===== src/rtl/xret_pkg.sv =====
package xret_pkg;

    typedef enum logic [1:0] {
        ST_IDLE     = 2'd0,
        ST_EXC_DONE = 2'd1,
        ST_NMI_DONE = 2'd2
    } xret_state_e;

    typedef enum logic [1:0] {
        RET_NONE = 2'd0,
        RET_EXC  = 2'd1,
        RET_NMI  = 2'd2
    } ret_kind_e;

endpackage


===== src/rtl/xret_pop_shift.sv =====
module xret_pop_shift
    import xret_pkg::*;
#(
    parameter int DATA_W    = 32,
    parameter int KEEP_HI   = 2,
    parameter int LOW_W     = 28,
    parameter int POP_SHIFT = 10,
    parameter int P_BIT     = 7,
    parameter int R_BIT     = 8,
    parameter int M_BIT     = 9
) (
    input  logic [DATA_W-1:0] stat_old,
    input  ret_kind_e         kind,
    output logic [DATA_W-1:0] stat_new
);

    localparam int KEEP_LO = DATA_W - KEEP_HI;

    logic [DATA_W-1:0] shifted;

    // Each result bit is either a kept top bit, a popped bit or zero.
    for (genvar i = 0; i < DATA_W; i++) begin : g_bit
        if (i >= KEEP_LO) begin : g_keep
            assign shifted[i] = stat_old[i];
        end else if (i + POP_SHIFT < LOW_W) begin : g_pop
            assign shifted[i] = stat_old[i + POP_SHIFT];
        end else begin : g_zero
            assign shifted[i] = 1'b0;
        end
    end

    // Bits between the poppable field and the kept top are dropped.
    if (LOW_W < KEEP_LO) begin : g_drop
        logic unused_dropped;
        assign unused_dropped = ^stat_old[KEEP_LO-1:LOW_W];
    end

    always_comb begin
        stat_new = shifted;
        if (!stat_old[R_BIT]) begin
            stat_new[P_BIT] = 1'b1;
        end
        if (kind == RET_NMI) begin
            stat_new[M_BIT] = 1'b1;
        end
    end

endmodule


===== src/rtl/xret_sp_select.sv =====
module xret_sp_select #(
    parameter int DATA_W = 32
) (
    input  logic              user_sel,
    input  logic [DATA_W-1:0] sp_cur,
    input  logic [DATA_W-1:0] usp_cur,
    input  logic [DATA_W-1:0] ksp_cur,
    output logic [DATA_W-1:0] sp_next,
    output logic [DATA_W-1:0] ksp_next
);

    always_comb begin
        if (user_sel) begin
            sp_next  = usp_cur;
            ksp_next = sp_cur;
        end else begin
            sp_next  = sp_cur;
            ksp_next = ksp_cur;
        end
    end

endmodule


===== src/rtl/xret_status_unit.sv =====
module xret_status_unit
    import xret_pkg::*;
#(
    parameter int DATA_W    = 32,
    parameter int KEEP_HI   = 2,
    parameter int LOW_W     = 28,
    parameter int POP_SHIFT = 10,
    parameter int U_BIT     = 6,
    parameter int P_BIT     = 7,
    parameter int R_BIT     = 8,
    parameter int M_BIT     = 9
) (
    input  logic              clk,
    input  logic              rst_n,
    input  logic              rfe_go,
    input  logic              rfn_go,
    input  logic [DATA_W-1:0] stat_in,
    input  logic [DATA_W-1:0] sp_in,
    input  logic [DATA_W-1:0] usp_in,
    output logic [DATA_W-1:0] stat_out,
    output logic [DATA_W-1:0] sp_out,
    output logic [DATA_W-1:0] ksp_out,
    output logic              done
);

    xret_state_e       state_q, state_d;
    ret_kind_e         kind;
    logic              any_go;
    logic [DATA_W-1:0] stat_nx;
    logic [DATA_W-1:0] sp_nx;
    logic [DATA_W-1:0] ksp_nx;

    always_comb begin
        if (rfn_go) begin
            kind = RET_NMI;
        end else if (rfe_go) begin
            kind = RET_EXC;
        end else begin
            kind = RET_NONE;
        end
    end

    assign any_go = (kind != RET_NONE);

    xret_pop_shift #(
        .DATA_W    (DATA_W),
        .KEEP_HI   (KEEP_HI),
        .LOW_W     (LOW_W),
        .POP_SHIFT (POP_SHIFT),
        .P_BIT     (P_BIT),
        .R_BIT     (R_BIT),
        .M_BIT     (M_BIT)
    ) u_pop (
        .stat_old (stat_in),
        .kind     (kind),
        .stat_new (stat_nx)
    );

    xret_sp_select #(
        .DATA_W (DATA_W)
    ) u_sp (
        .user_sel (stat_nx[U_BIT]),
        .sp_cur   (sp_in),
        .usp_cur  (usp_in),
        .ksp_cur  (ksp_out),
        .sp_next  (sp_nx),
        .ksp_next (ksp_nx)
    );

    // Next-state selection
    always_comb begin
        unique case (kind)
            RET_EXC:  state_d = ST_EXC_DONE;
            RET_NMI:  state_d = ST_NMI_DONE;
            default:  state_d = ST_IDLE;
        endcase
    end

    // State register
    always_ff @(posedge clk or negedge rst_n) begin
        if (!rst_n) begin
            state_q <= ST_IDLE;
        end else begin
            state_q <= state_d;
        end
    end

    // Outputs decoded from the state
    always_comb begin
        unique case (state_q)
            ST_EXC_DONE: done = 1'b1;
            ST_NMI_DONE: done = 1'b1;
            default:     done = 1'b0;
        endcase
    end

    // Architectural registers, written only on a return
    always_ff @(posedge clk or negedge rst_n) begin
        if (!rst_n) begin
            stat_out <= '0;
            sp_out   <= '0;
            ksp_out  <= '0;
        end else if (any_go) begin
            stat_out <= stat_nx;
            sp_out   <= sp_nx;
            ksp_out  <= ksp_nx;
        end
    end

endmodule


===== config.mk =====
export PLATFORM = sky130hd
export DESIGN_NAME = xret_status_unit
export DESIGN_NICKNAME = d
export VERILOG_FILES = /design/src/rtl/xret_pkg.sv /design/src/rtl/xret_pop_shift.sv /design/src/rtl/xret_sp_select.sv /design/src/rtl/xret_status_unit.sv
export SDC_FILE = /design/constraint.sdc
export NUM_CORES = 1
export LEC_CHECK = 0
export ABC_AREA = 0
export CAP_MARGIN = 0
export CELL_PAD_IN_SITES_DETAIL_PLACEMENT = 1
export CELL_PAD_IN_SITES_GLOBAL_PLACEMENT = 1
export CORE_MARGIN = 4
export CORE_UTILIZATION = 30
export CTS_CLUSTER_SIZE = 14
export DETAILED_ROUTE_END_ITERATION = 16
export DONT_BUFFER_PORTS = 1
export PLACE_DENSITY = 0.6
export SYNTH_ARGS = -nofsm -noshare
export SYNTH_HDL_FRONTEND = slang
export SYNTH_HIERARCHICAL = 1
export SYNTH_SLANG_ARGS = --single-unit

===== constraint.sdc =====
create_clock -name clk -period 1.2 [get_ports clk]
set_input_delay 0.24 -clock clk [delete_from_list [all_inputs] [get_ports clk]]
set_output_delay 0.24 -clock clk [all_outputs]
set_load 0.005 [all_outputs]

==> flow_summary.yaml, run 1 <==
critical_path:
  startpoint_type: "register"
  r2r_end: "ksp_out[8]"
  required_ns: 0.96
  reg2reg_depth: 2
  worst-path-max-fanout: 1
  crit_family: "flip-flops"
  r2r-start: "ksp_out[8]"
  critPathCaptureType: "primary output"
  critPathKind: "reg2out"
  slowest_stage: "dfrtp_1"
  worstPathArrival_ns: 0.92
  worst-path-buf-inv: 0
  crit_path_cell_trace: "xor2_2"
  rrSetupSlack_ns: 0.12
  cpPeakStageDelay_ns: 0.40
pwr:
  vdd_drop_max_mv: 0.599
  leakage_nw: 2.39
  seq_power_share: 0.509
  netSwitchingPower_mw: 1.94
  p_int_mw: 6.09
  total_power_mw: 8.03
  combPwrFrac: 0.123
  p_clk_frac: 0.368
  p_per_area_mw_per_mm2: 1500
  swShare: 0.242
global_routing:
  grt_pass1_vias: 2698
  met2_usage: 0.164
  met1_usage: 0.119
  grt_pass1_wl_microns: 16000
  busiest_layer: "met2"
  overflow: 0
  antenna_found_initial: 0
  grtUsageTotal: 0.103
  grt_max_degree: 99
  grtUsageMet3: 0.0559
floorplanning:
  dieArea_sq_mm: 0.0194
  die_x_microns: 139
  die_y_microns: 139
  design.portCount: 197
  rows: 47
  core_sq_mm: 0.0167
  start_util: 0.309
route:
  initialDrtViolationCount: 80
  vias: 2356
  wirelength_microns: 9930
  drc: 0
  wire_per_inst_microns: 19.2
  antenna_left: 0
  first_pass_iters: 4
  routed_via_density: 4.56
worst_hold_path:
  holdCritPathClass: "in2async"
sta:
  rsz0062_at_grt: "yes"
  period_minus_slack_ns: 1.16
  setup_viol: 0
  finalMaxSlewViolations: 0
  timing.final.crit_share: 0.969
  hold_viol_final: 98
  fin_skew_ns: 0
  hold_ws_ns: -0.413
  fmax_ghz: 0.860
run_status:
  violations: "hold timing"
  status: "finished with violations"
final_layout:
  syn2layout_area_growth_pct: 3.92
  n_antenna_cell: 0
  nets: 392
  final_util: 0.321
  mostFrequentLayoutCell: "mux2_4"
  fin_area_sq_mm: 0.00537
  drive_gt1_frac: 0.606
  layout_common_cells: "100 x mux2_4, 98 x dfrtp_1, 60 x mux2_2"
  n_fill_cell: 1728
  final_cell_count_no_fill: 517
clock_network:
  worstSkewPairLatency_ns: 0.34
  cts_buffers: 9
  htree_levels: 3
  cts_sinks: 98
  post_cts_buffers: 0
  clk_path_buf_depth: 2
  path_clk_slew_ns: 0.07
  cts_hold_buf: 2
  cts-root-buf: "clkbuf_16"
  cts_tree: "built"
yosys:
  yosysSeqAreaShare: 0.475
  syn-instance-count: 313
  netlist_area_sq_mm: 0.00517
  synth.distinct_cells: 14
  ys_warn_count: 6
  synth_seq_cells: 98
  syn_avg_cell_area_sq_um: 16.5
job:
  drv_cap: 0
placement:
  io_buffer_count: 0
  placed_cells: 499
  dpl-instance-area_sq_mm: 0.00504
  gp_congestion: 0.702
  dp_hpwl_microns: 6800
==> worst max path at each step <==
stage	start	to	slack, ns	cells after the start
after detailed placement	rfn_go	ksp_out[17]	-0.05	3
after global routing	state_q[1]	done	-0.02	1
after global placement	rfn_go	ksp_out[17]	-0.02	3
after floorplan	stat_in[16]	sp_out[15]	-0.09	5
final	state_q[1]	done	0.04	1
after CTS	state_q[0]	done	0.003	1
==> state kept, by name, summed over array words and instances (netlist names) <==
name / cells
ksp_out: 32
sp_out: 32
stat_out: 32
state_q: 2
==> cells by family after synthesis <==
| kind of cell | Yosys count | synth area share |
|---|---|---|
| multiplexers | 160 | 0.421 |
| other | 1 | 0.000726 |
| buffers and inverters | 49 | 0.0954 |
| AND/OR/NAND/NOR | 3 | 0.00460 |
| XOR/XNOR | 1 | 0.00170 |
| AO/OA/AOI/OAI | 1 | 0.00145 |
| flip-flops | 98 | 0.475 |
==> routing by layer <==
layer | part of all wire | vias to the layer above
met3 | 0.11 | 8
li1 | - | 1019
met4 | 0.014 | 0
met1 | 0.39 | 1218
met5 | 0 | -
met2 | 0.49 | 111
==> power groups by stage <==
stage	Clock (mW)	Combinational, mW	Sequential [mW]
floorplan	0	1.11	4.01
global placement	0	0.955	4.16
detailed placement	0	0.993	4.17
CTS	3.12	1.00	4.11
global route	3.26	1.07	4.16
finish	2.96	0.990	4.09
==> what timing repair did <==
item	in CTS	in global routing
endpoints found under the hold margin	100	98
setup endpoints to repair	1	1
pin swaps	0	1
resized for setup	1	0
==> through the flow <==
stage / setup TNS (ns) / worst slack, ns
after floorplan: -4.87 / -0.0892
after global placement: -0.187 / -0.0157
after detailed placement: -1.23 / -0.0529
after CTS: 0 / 0.00272
after global routing: -0.0226 / -0.0226
final: 0 / 0.0377
==> layout make-up <==
class	instances	area [sq um]	share of cell area
flip-flops and latches	98	2450	0.457
multi-input cells	177	2270	0.423
inverters	1	3.75	0.000699
clock buffers	10	229	0.0426
clock inverters	6	71.3	0.0133
well taps	220	275	0.0513
repair buffers	5	67.6	0.0126
==> cell usage after synthesis <==
| library cell | instances | area share |
|---|---|---|
| mux2_4 | 100 | 0.29 |
| dfrtp_1 | 98 | 0.47 |
| mux2_2 | 60 | 0.13 |
| buf_4 | 35 | 0.051 |
| buf_12 | 10 | 0.039 |
| buf_6 | 2 | 0.0044 |
| a21o_1 | 1 | 0.0015 |
| clkbuf_1 | 1 | 0.00073 |
| conb_1 | 1 | 0.00073 |
| inv_1 | 1 | 0.00073 |
| nand2b_1 | 1 | 0.0012 |
| nor2_4 | 1 | 0.0022 |
| nor2b_1 | 1 | 0.0012 |
| xor2_1 | 1 | 0.0017 |
(Power assumes the default switching activity.)
==> run 2: changes to the inputs <==
REMOVE_ABC_BUFFERS = 1   (was unset)
==> run 2 against run 1 <==
Effect of this change:
- the run still ends with hold timing left
- sequential cell count unchanged
- total power is 1.3% lower
- final cell count grew 0.19%
- register-to-register slack barely moved
- maximum frequency increased by 0.27%
- via count down 0.34%
- non-clock buffer count up 2
- cell area about the same
- worst hold slack improved by 0.0046 ns
- utilization about the same
- critical path type unchanged
- highest routed layer unchanged
==> flow_summary.yaml, run 2 (synthesis gave the netlist of run 1 again) <==
critical_path:
  required_ns: 0.96
  worst-path-max-fanout: 1
  crit_family: "flip-flops"
  rrSetupSlack_ns: 0.13
  slowest_stage: "dfrtp_1"
  critPathCaptureType: "primary output"
  r2r-start: "ksp_out[11]"
  r2r_end: "ksp_out[11]"
  critPathKind: "reg2out"
  worstPathArrival_ns: 0.92
  worst-path-buf-inv: 0
  reg2reg_depth: 2
  crit_path_cell_trace: "xor2_2"
  startpoint_type: "register"
  cpPeakStageDelay_ns: 0.40
clock_network:
  worstSkewPairLatency_ns: 0.33
  cts-root-buf: "clkbuf_16"
  cts_sinks: 98
  cts_hold_buf: 1
  clk_path_buf_depth: 2
  cts_buffers: 9
  htree_levels: 3
  path_clk_slew_ns: 0.07
  cts_tree: "built"
global_routing:
  antenna_found_initial: 0
  overflow: 0
  grtUsageTotal: 0.104
  grt_max_degree: 99
  grt_pass1_vias: 2639
  grt_pass1_wl_microns: 15900
worst_hold_path:
  holdCritPathClass: "in2async"
run_status:
  violations: "hold timing"
  status: "finished with violations"
final_layout:
  drive_gt1_frac: 0.607
  nets: 394
  syn2layout_area_growth_pct: 4.02
  n_antenna_cell: 0
  layout_common_cells: "100 x mux2_4, 98 x dfrtp_1, 60 x mux2_2"
  largest_registers: "ksp_out (32), sp_out (32), stat_out (32)"
  mostFrequentLayoutCell: "mux2_4"
  n_fill_cell: 1741
sta:
  setup-tns-final_ns: 0
  hold_viol_final: 98
  hold_ws_ns: -0.408
  setup_viol: 0
  rsz0062_at_grt: "yes"
  fmax_ghz: 0.863
  fin_skew_ns: 0
  timing.final.crit_share: 0.966
  finalMaxSlewViolations: 0
  period_minus_slack_ns: 1.16
placement:
  dp_hpwl_microns: 6940
  gp_congestion: 0.684
  io_buffer_count: 0
route:
  routed_via_density: 4.53
  wire_per_inst_microns: 19.0
  drc: 0
  antenna_left: 0
  first_pass_iters: 4
  vias: 2348
  initialDrtViolationCount: 89
  wirelength_microns: 9870
pwr:
  p_per_area_mw_per_mm2: 1480
  netSwitchingPower_mw: 1.81
  leakage_nw: 2.41
  p_clk_frac: 0.358
  seq_power_share: 0.516
  swShare: 0.228
  p_int_mw: 6.13
  total_power_mw: 7.93
  vdd_drop_max_mv: 0.596
  combPwrFrac: 0.126
floorplanning:
  die_x_microns: 139
  die_y_microns: 139
  dieArea_sq_mm: 0.0194
  start_util: 0.309
  core_sq_mm: 0.0167
  design.portCount: 197
  rows: 47
job:
  drv_cap: 0
run 2: changes by cell type in the layout (fill, tap and decap cells not counted), sizes merged:
cell,previous run,this run
inv,4,1
dlygate4sd3,2,0
clkinvlp,2,1
buf,3,6
dlymetal6s4s,0,1
clkbuf,10,13
run 2: what timing repair did:
action                                  in CTS  in global routing
setup buffers                                0                  1
pin swaps                                    0                  0
hold endpoints to repair                   100                 98
resized for setup                            0                  3
endpoints found under the setup margin       1                  2
run 2: power by group through the flow:
stage	Combinational, mW	Clock, mW	Sequential (mW)
2_1_floorplan	0.908	0	4.01
3_3_place_gp	0.958	0	4.15
6_report	0.998	2.84	4.09
5_1_grt	1.08	3.15	4.15
4_1_cts	1.01	3.01	4.11
3_5_place_dp	1.01	0	4.17
run 2: final cells by class:
cell class / count / area (sq um) / area share
well taps: 220 / 275 / 0.0512
clock inverters: 2 / 37.5 / 0.00698
flip-flops and latches: 98 / 2450 / 0.456
multi-input cells: 177 / 2270 / 0.423
clock buffers: 13 / 250 / 0.0466
repair buffers: 7 / 82.6 / 0.0154
inverters: 1 / 3.75 / 0.000698
run 2: worst max-delay path by stage:
stage / start / cells past startpoint / endpoint
2_1_floorplan: rfn_go / 2 / ksp_out[0]
3_3_place_gp: rfn_go / 3 / ksp_out[8]
3_5_place_dp: rfn_go / 3 / sp_out[9]
4_1_cts: state_q[0] / 1 / done
5_1_grt: state_q[0] / 1 / done
6_report: state_q[0] / 1 / done
run 2: stage by stage:
| step | area [sq um] | cells | utilization | hold slack [ns] | setup slack, ns |
|---|---|---|---|---|---|
| final | 5370 | 518 | 0.322 | -0.408 | 0.0408 |
| after global placement | 5060 | 501 | 0.303 | -0.0531 | -0.0202 |
| after detailed placement | 5060 | 501 | 0.303 | -0.0526 | -0.0511 |
| after global routing | 5370 | 518 | 0.322 | -0.441 | -0.00154 |
| after CTS | 5350 | 517 | 0.321 | -0.433 | -0.000974 |
| after floorplan | 4720 | 276 | - | -0.0556 | -1.34 |
run 2: metal layers:
metal  GRT usage  vias to the layer above  part of all wire
met5           0                        -                 0
met4      0.0417                        0             0.016
met3      0.0487                       11              0.10
met2       0.160                      110              0.49
met1       0.125                     1208              0.39
li1            -                     1019                 -
==> run 3: changes to the inputs <==
RECOVER_POWER = 50   (was unset)
==> run 3 against run 2 <==
Effect of this change:
- the flow still finishes with violations (hold timing)
- cell area decreased by 2.8%
- worst hold slack is essentially flat
- via count about the same
- combinational power decreased by 12%
- non-clock buffer count stayed put
- clock skew unchanged
- maximum frequency hardly changed
- sequential power about the same
- critical path depth unchanged
- count of clock-buffer cells in the layout stayed put
- sequential cell count unchanged
==> flow_summary.yaml, run 3 (synthesis gave the netlist of run 1 again) <==
global_routing:
  antenna_found_initial: 0
  grtUsageTotal: 0.104
  met2_usage: 0.160
  met1_usage: 0.125
  grtUsageMet3: 0.0487
  grt_max_degree: 99
  busiest_layer: "met2"
  grt_pass1_vias: 2639
  overflow: 0
  grt_pass1_wl_microns: 15900
final_layout:
  nets: 394
  final_util: 0.313
  n_antenna_cell: 0
  syn2layout_area_growth_pct: 1.11
  drive_gt1_frac: 0.487
  layout_common_cells: "98 x dfrtp_1, 64 x mux2_4, 60 x mux2_2"
  fin_area_sq_mm: 0.00522
  largest_registers: "ksp_out (32), sp_out (32), stat_out (32)"
  mostFrequentLayoutCell: "dfrtp_1"
pwr:
  combPwrFrac: 0.113
  vdd_drop_max_mv: 0.595
  leakage_nw: 2.27
  p_clk_frac: 0.363
  netSwitchingPower_mw: 1.78
  p_int_mw: 6.02
  p_per_area_mw_per_mm2: 1490
  total_power_mw: 7.80
  seq_power_share: 0.524
  swShare: 0.228
critical_path:
  worst-path-max-fanout: 1
  reg2reg_depth: 2
  worstPathArrival_ns: 0.92
  r2r_end: "ksp_out[11]"
  cpPeakStageDelay_ns: 0.40
  startpoint_type: "register"
  r2r-start: "ksp_out[11]"
  crit_path_cell_trace: "xor2_2"
  critPathCaptureType: "primary output"
  required_ns: 0.96
  critPathKind: "reg2out"
  crit_family: "flip-flops"
  rrSetupSlack_ns: 0.13
  worst-path-buf-inv: 0
  slowest_stage: "dfrtp_1"
route:
  drc: 0
  routed_via_density: 4.53
  wire_per_inst_microns: 18.9
  wirelength_microns: 9780
  vias: 2347
  antenna_left: 0
  first_pass_iters: 4
  initialDrtViolationCount: 68
sta:
  worst_pin_slew_ns: 0.602
  fin_skew_ns: 0
  slew_headroom: 0.599
  hold_ws_ns: -0.409
  finalMaxSlewViolations: 0
  setup_viol: 0
  period_minus_slack_ns: 1.16
  hold_viol_final: 98
  fmax_ghz: 0.863
  rsz0062_at_grt: "yes"
  setup-tns-final_ns: 0
  setup_ws_ns: 0.0416
  timing.final.crit_share: 0.965
clock_network:
  cts_sinks: 98
  htree_levels: 3
  cts_tree: "built"
  worstSkewPairLatency_ns: 0.33
  cts_hold_buf: 1
  clk_path_buf_depth: 2
  cts_buffers: 9
  cts-root-buf: "clkbuf_16"
  path_clk_slew_ns: 0.06
placement:
  dp_hpwl_microns: 6940
  dpl-instance-area_sq_mm: 0.00506
  io_buffer_count: 0
  gp_congestion: 0.684
  dp_slack_ns: -0.0511
floorplanning:
  dieArea_sq_mm: 0.0194
  die_x_microns: 139
  core_sq_mm: 0.0167
  die_y_microns: 139
  start_util: 0.309
  design.portCount: 197
  rows: 47
run_status:
  violations: "hold timing"
  status: "finished with violations"
job:
  drv_cap: 0
worst_hold_path:
  holdCritPathClass: "in2async"
run 3: changes by cell type in the layout (fill, tap and decap cells not counted), sizes merged:
cell           change
buf                -1
clkbuf             +1
clkdlybuf4s25      +1
dlymetal6s4s       -1
run 3: routing by layer:
| layer | up-vias | wire [microns] |
|---|---|---|
| li1 | 1022 | - |
| met1 | 1204 | 3770 |
| met2 | 110 | 4850 |
| met3 | 11 | 1000 |
| met4 | 0 | 159 |
| met5 | - | 0 |
run 3: timing repair:
item / in CTS / in global routing
endpoints found under the hold margin: 100 / 98
gates cloned: 0 / 0
endpoints found under the setup margin: 1 / 2
setup buffers: 0 / 1
gates resized for setup: 0 / 3
run 3: final cells by class:
cell class	count	area, sq um
clock buffers	13	250
multi-input cells	177	2140
repair buffers	7	67.6
flip-flops and latches	98	2450
inverters	1	3.75
clock inverters	2	37.5
well taps	220	275
fillers	1763	11500
run 3: worst reg2reg max path: stages, from the launching register on:
cell	delay (ns)
dfrtp_1	0.42
mux2_4	0.28
mux2_2	0.26
run 3: how the worst max path moves through the flow:
stage | end | cells after the start | startpoint | slack [ns]
3_5_place_dp | sp_out[9] | 3 | rfn_go | -0.05
2_1_floorplan | ksp_out[0] | 2 | rfn_go | -1.34
3_3_place_gp | ksp_out[8] | 3 | rfn_go | -0.02
4_1_cts | done | 1 | state_q[0] | -0.001
5_1_grt | done | 1 | state_q[0] | -0.002
6_report | done | 1 | state_q[0] | 0.04
run 3: power by group through the flow:
stage	Combinational [mW]	Clock, mW	Sequential (mW)
finish	0.880	2.83	4.09
global placement	0.958	0	4.15
global route	0.966	3.15	4.15
CTS	1.01	3.01	4.11
floorplan	0.908	0	4.01
detailed placement	1.01	0	4.17
run 3: metrics by stage:
stage,cells,hold WS [ns]
floorplan,276,-0.0556
global placement,501,-0.0531
detailed placement,501,-0.0526
CTS,517,-0.433
global route,518,-0.441
finish,518,-0.409
